===== src/rtl/baud_pkg.sv =====
package baud_pkg;

  localparam int SAMP_CNT_W = 4;

  typedef enum logic [1:0] {
    SAMP_X16  = 2'b00,
    SAMP_X8   = 2'b01,
    SAMP_X4   = 2'b10,
    SAMP_X4B  = 2'b11
  } sampSel_e;

  typedef struct packed {
    logic restart;
    logic run;
  } ctrlStrobes_t;

  function automatic logic [SAMP_CNT_W-1:0] lastSample(input logic [1:0] sel);
    case (sampSel_e'(sel))
      SAMP_X16: lastSample = SAMP_CNT_W'(15);
      SAMP_X8:  lastSample = SAMP_CNT_W'(7);
      default:  lastSample = SAMP_CNT_W'(3);
    endcase
  endfunction

endpackage


===== src/rtl/baud_ctrl.sv =====
module baud_ctrl
  import baud_pkg::*;
#(
  parameter int BYTE_W = 8,
  localparam int DIV_W = 2 * BYTE_W
) (
  input  logic              clk,
  input  logic              rstN,
  input  logic [BYTE_W-1:0] wrData,
  input  logic              wrLo,
  input  logic              wrHi,
  input  logic [1:0]        sampSel,
  input  logic              ovsTick,
  output logic [DIV_W-1:0]  divisor,
  output ctrlStrobes_t      strb,
  output logic              bitTick
);

  logic [1:0]            laneWr;
  logic [BYTE_W-1:0]     lane [2];
  logic [SAMP_CNT_W-1:0] sampCnt;
  logic [SAMP_CNT_W-1:0] sampLast;

  assign laneWr = {wrHi, wrLo};

  for (genvar i = 0; i < 2; i++) begin : g_lane
    always_ff @(posedge clk or negedge rstN) begin
      if (!rstN)          lane[i] <= '0;
      else if (laneWr[i]) lane[i] <= wrData;
    end
    assign divisor[i*BYTE_W +: BYTE_W] = lane[i];
  end

  assign strb.restart = |laneWr;
  assign strb.run     = |divisor;
  assign sampLast     = lastSample(sampSel);

  always_ff @(posedge clk or negedge rstN) begin
    if (!rstN)             sampCnt <= '0;
    else if (strb.restart) sampCnt <= '0;
    else if (ovsTick)      sampCnt <= (sampCnt >= sampLast) ? '0 : sampCnt + 1'b1;
  end

  assign bitTick = ovsTick && (sampCnt >= sampLast);

endmodule


===== src/rtl/baud_datapath.sv =====
module baud_datapath
  import baud_pkg::*;
#(
  parameter int DIV_W  = 16,
  parameter int FRAC_W = 4
) (
  input  logic              clk,
  input  logic              rstN,
  input  logic [DIV_W-1:0]  divisor,
  input  logic [FRAC_W-1:0] prescale,
  input  ctrlStrobes_t      strb,
  output logic              ovsTick
);

  logic [DIV_W-1:0]  cnt;
  logic [DIV_W-1:0]  lastIdx;
  logic [FRAC_W-1:0] phase;
  logic              stretch;
  logic [FRAC_W:0]   phaseSum;
  logic              periodEnd;

  // stretch holds the carry from the previous period's phase update
  assign lastIdx   = divisor - 1'b1 + DIV_W'(stretch);
  assign periodEnd = strb.run && (cnt == lastIdx);
  assign phaseSum  = {1'b0, phase} + {1'b0, prescale};

  always_ff @(posedge clk or negedge rstN) begin
    if (!rstN) begin
      cnt     <= '0;
      phase   <= '0;
      stretch <= 1'b0;
    end else if (strb.restart || !strb.run) begin
      cnt     <= '0;
      phase   <= '0;
      stretch <= 1'b0;
    end else if (periodEnd) begin
      cnt     <= '0;
      phase   <= phaseSum[FRAC_W-1:0];
      stretch <= phaseSum[FRAC_W];
    end else begin
      cnt     <= cnt + 1'b1;
    end
  end

  assign ovsTick = periodEnd;

endmodule


===== src/rtl/baud_frac_gen.sv =====
module baud_frac_gen
  import baud_pkg::*;
#(
  parameter int BYTE_W = 8,
  parameter int FRAC_W = 4
) (
  input  logic              clk,
  input  logic              rstN,
  input  logic [BYTE_W-1:0] wrData,
  input  logic              wrLo,
  input  logic              wrHi,
  input  logic [FRAC_W-1:0] prescale,
  input  logic [1:0]        sampSel,
  output logic              ovsTick,
  output logic              bitTick
);

  localparam int DIV_W = 2 * BYTE_W;

  logic [DIV_W-1:0] divisor;
  ctrlStrobes_t     strb;

  baud_ctrl #(.BYTE_W(BYTE_W)) u_ctrl (
    .clk     (clk),
    .rstN    (rstN),
    .wrData  (wrData),
    .wrLo    (wrLo),
    .wrHi    (wrHi),
    .sampSel (sampSel),
    .ovsTick (ovsTick),
    .divisor (divisor),
    .strb    (strb),
    .bitTick (bitTick)
  );

  baud_datapath #(.DIV_W(DIV_W), .FRAC_W(FRAC_W)) u_dp (
    .clk      (clk),
    .rstN     (rstN),
    .divisor  (divisor),
    .prescale (prescale),
    .strb     (strb),
    .ovsTick  (ovsTick)
  );

endmodule


===== config.mk =====
export PLATFORM = sky130hd
export DESIGN_NAME = baud_frac_gen
export DESIGN_NICKNAME = d
export VERILOG_FILES = /design/src/rtl/baud_pkg.sv /design/src/rtl/baud_ctrl.sv /design/src/rtl/baud_datapath.sv /design/src/rtl/baud_frac_gen.sv
export SDC_FILE = /design/constraint.sdc
export NUM_CORES = 1
export LEC_CHECK = 0
export ABC_AREA = 1
export BUFFER_PORTS_ARGS = -buffer_cell sky130_fd_sc_hd__buf_2
export CORE_UTILIZATION = 55
export DETAILED_ROUTE_END_ITERATION = 10
export PLACE_DENSITY = 0.77
export SLEW_MARGIN = 20
export SYNTH_ARGS = -nofsm -noshare
export SYNTH_HDL_FRONTEND = slang
export SYNTH_SLANG_ARGS = --single-unit

===== constraint.sdc =====
create_clock -name clk -period 3.05 [get_ports clk]
set_input_delay 0.305 -clock clk [delete_from_list [all_inputs] [get_ports clk]]
set_output_delay 0.305 -clock clk [all_outputs]
set_load 0.005 [all_outputs]

==> summary.txt <==
Run status
  • Outcome: complete, no violations

Worst setup path
  • Data arrival, critical path: 2380 ps
  • Largest stage delay, worst path: 360 ps
  • Max FO, Critical Path: 6
  • Slowest cell on the critical path: sky130_fd_sc_hd__dfrtp_1
  • Type of element launching the critical path: flip-flop
  • Required time of the critical path: between 2000 and 3000 ps
  • Kind of capture point of the worst setup path: output pin
  • Cell type group with the largest total delay on the critical path: simple AND/OR/NAND/NOR gates
  • Crit Path Category: reg2out
  • Crit path cell chain: inv_1 > ha_2 > ha_2 > inv_1 > nand2_1 > nand2_1 > nand2_1 > nor2_1 > nand3_1 > nor2_1 > nand2_1 > nor2_1 > nand3_2 > a21oi_1 > buf_2
  • Number of buffer and inverter instances along the worst setup path: 3
  • Library cell appearing most often on the critical path: sky130_fd_sc_hd__nand2_1

Floorplan
  • Core outline area: 0.00479 sq mm
  • Top-Level Pins: 20
  • Placement row count: 25
  • Die width: around 73 um
  • Starting density of the core: roughly 58%
  • Die extent in y: around 73 um
  • Total die area: around 0.0053 sq mm

Route
  • Vias per cell: around 5.3
  • Number of antenna-violating nets in the routed design: 0
  • Number of DRC violations after detailed routing: 0
  • WL/cell: 13.2 um
  • TritonRoute pass-1 iters: 4
  • Vias after detailed routing: 2523
  • Total routed wirelength: 6.25 mm
  • Violation count after the first detailed-route iteration: 172

Logic synthesis
  • Mux contribution to synthesized area: under 10%
  • Count of distinct cell types in the synthesized netlist: 32
  • Yosys top cell by area: sky130_fd_sc_hd__dfrtp_1
  • Synthesized Nets: 411
  • Parity-gate share of the synthesized area counting xor and xnor cells: 6.65%
  • Adder and majority cell fraction of the synthesized area: 5.25%
  • Count of yosys warnings during synthesis: 0
  • Cell types with the largest area share after synthesis: sky130_fd_sc_hd__dfrtp_1, sky130_fd_sc_hd__nand2_1, sky130_fd_sc_hd__nand3_1
  • Post-synthesis compound-gate area fraction: between 4 and 5%
  • Sequential share of the synthesized area: 37.1%
  • Number of instances in the synthesized netlist: around 380
  • Simple logic cell fraction of the synthesized area: 37.7%
  • Number of synthesized register bits: 41
  • Synth Cell Area: 0.00277 sq mm
  • Largest family of logic cells by synthesized area: simple AND/OR/NAND/NOR gates
  • Post-synth top area share: 37.1%
  • Avg Inst Size Synth: just over 7 sq um

Placed design
  • Pre-CTS worst setup slack: 551 ps
  • Half-perimeter wire length after detailed placement: 4.79 mm
  • Number of input and output port buffers inserted: 19
  • Gp weighted congestion: 0.894

Layout
  • Area Growth Syn to Fin: 10.1%
  • Antenna diodes: 0
  • Most common library cell in the layout ignoring fill and taps: sky130_fd_sc_hd__nand2_1
  • Final Net Count: 434
  • Area of combinational cells with multiple inputs: 0.00156 sq mm
  • Layout cells sized above 1: a little over an eighth
  • Commonest cells after routing, fill and taps aside: sky130_fd_sc_hd__nand2_1, sky130_fd_sc_hd__nor2_1, sky130_fd_sc_hd__nand3_1, sky130_fd_sc_hd__inv_1, sky130_fd_sc_hd__dfrtp_1
  • Storage cell area: 0.00103 sq mm
  • Fill cell instance count of the final layout: 438

Clocking
  • Number of sinks driven by the clock tree: 41
  • Maximum buffer depth of the clock tree: 2
  • Resized Gates After CTS: 0
  • Clock input transition at the sequential cells of the worst setup and hold paths: ~80 ps
  • Number of hold-repair buffers added at the cts stage: 0
  • Number of H-tree levels: 2
  • Clock latency at the later pin of the worst-skew pair: 300 ps
  • Clock Root Buffer: sky130_fd_sc_hd__clkbuf_8
  • Buffers inserted by post-CTS timing repair: 0
  • CTS tree: done
  • Total CTS buffers: 5

Global routing
  • First-pass GRT wire length: around 11 mm
  • Global route total overflow: 0
  • Vias in the first global route: 2420
  • Pin count of the biggest net entering global routing: 42
  • Antenna violations before repair: 0
  • Total global-route track usage: 26.6%

Timing
  • Final worst path period need: 2690 ps
  • Max-slew violations: 0
  • Final worst path period share: 88.1%
  • Setup TNS: 0 ps
  • Worst slew pin tran: about 910 ps
  • Highest achievable clock rate: 0.372 GHz
  • Count of endpoints failing hold in the final timing report: 0
  • Setup violators final: 0
  • Worst-case clock skew: 11.0 ps
  • Max-Slew Margin vs Limit: 39.2%
  • Setup slack of the critical path after layout: 362 ps
  • Setup repair after global routing missed its margin: no

Power
  • Leakage Power: 1.53 nW
  • Clock share of power: 35.0%
  • Sequential Power Share: 48.4%
  • Comb power frac: 16.6%
  • Power per cell area: roughly 400 mW/mm^2
  • Switching portion of total power: between 20% and 30%
  • Power dissipated by switching net loads: between 0.3 and 0.4 mW
  • Largest voltage drop on the vdd net: ~0.26 mV
  • Internal Dissipation: 0.876 mW

Flow run
  • Max-cap violations: 0

Worst hold path
  • Path category of the worst min-delay check: in2async
## flip-flops by register name, summed over array words and instances, names as in the netlist
name	cells
u_ctrl.divisor	16
u_dp.phase	4
u_dp.stretch	1
u_ctrl.sampCnt	4
u_dp.cnt	16
## layer usage
layer | wire length, um | GRT usage, %
met1 | 2740 | 33.5
met2 | 3050 | 45.3
met3 | 290 | 4.83
met4 | 169 | 10.7
met5 | 0 | 0
## worst paths after layout
check,startpoint,to,cells past startpoint,slack (ps)
min reg2reg,u_dp.phase[3],u_dp.phase[3],2,510
max,u_ctrl.divisor[0],bitTick,15,360
min,rstN,u_ctrl.divisor[9],1,140
max reg2reg,u_ctrl.divisor[0],u_dp.cnt[6],15,690
max in group asynchronous,rstN,u_dp.cnt[11],1,2350
min in group clk,wrData[2],u_ctrl.divisor[2],3,240
## power by group through the flow
| stage | logic (mW) | clock network, mW | registers, mW |
|---|---|---|---|
| after CTS | 0.202 | 0.436 | 0.591 |
| final | 0.203 | 0.428 | 0.592 |
| after global placement | 0.195 | 0 | 0.602 |
| after global routing | 0.233 | 0.455 | 0.596 |
| after detailed placement | 0.200 | 0 | 0.602 |
| after floorplan | 0.144 | 0 | 0.595 |
## Yosys cell counts (all sizes together)
cell type and count:
a21oi 4, buf 2, clkbuf 3, clkinv 1, dfrtp 41, fa 1
ha 10, inv 43, mux2 5, nand2 110, nand3 46, nand3b 3
nand4 5, nor2 63, nor3 2, nor3b 1, nor4 1, o21ai 17
o22ai 1, o31ai 1, or2 1, xnor2 8, xor2 13
## cell type report
class / count / area share (%)
clock inverters: 2 / 1.15
multi-input cells: 292 / 51.1
well taps: 67 / 2.75
inverters: 44 / 5.42
flip-flops and latches: 41 / 33.7
repair buffers: 21 / 3.62
clock buffers: 5 / 2.26
## logic make-up after synthesis
logic type,count (synthesis)
flops,41
compound gates,23
simple gates,232
xor+xnor,21
fa+ha+maj,11
buf+inv,49
mux,5
## per-stage QoR
stage	hold slack [ps]	total power [mW]	cells	area (sq um)	utilization, %
final	137	1.22	472	3050	63.6
after global routing	224	1.28	472	3050	63.6
after CTS	168	1.23	472	3040	63.4
after detailed placement	494	0.801	465	2930	61.3
after global placement	486	0.797	465	2930	61.3
after floorplan	9.41	0.740	382	2770	-
No activity file was read; power rests on OpenSTA's default activity.
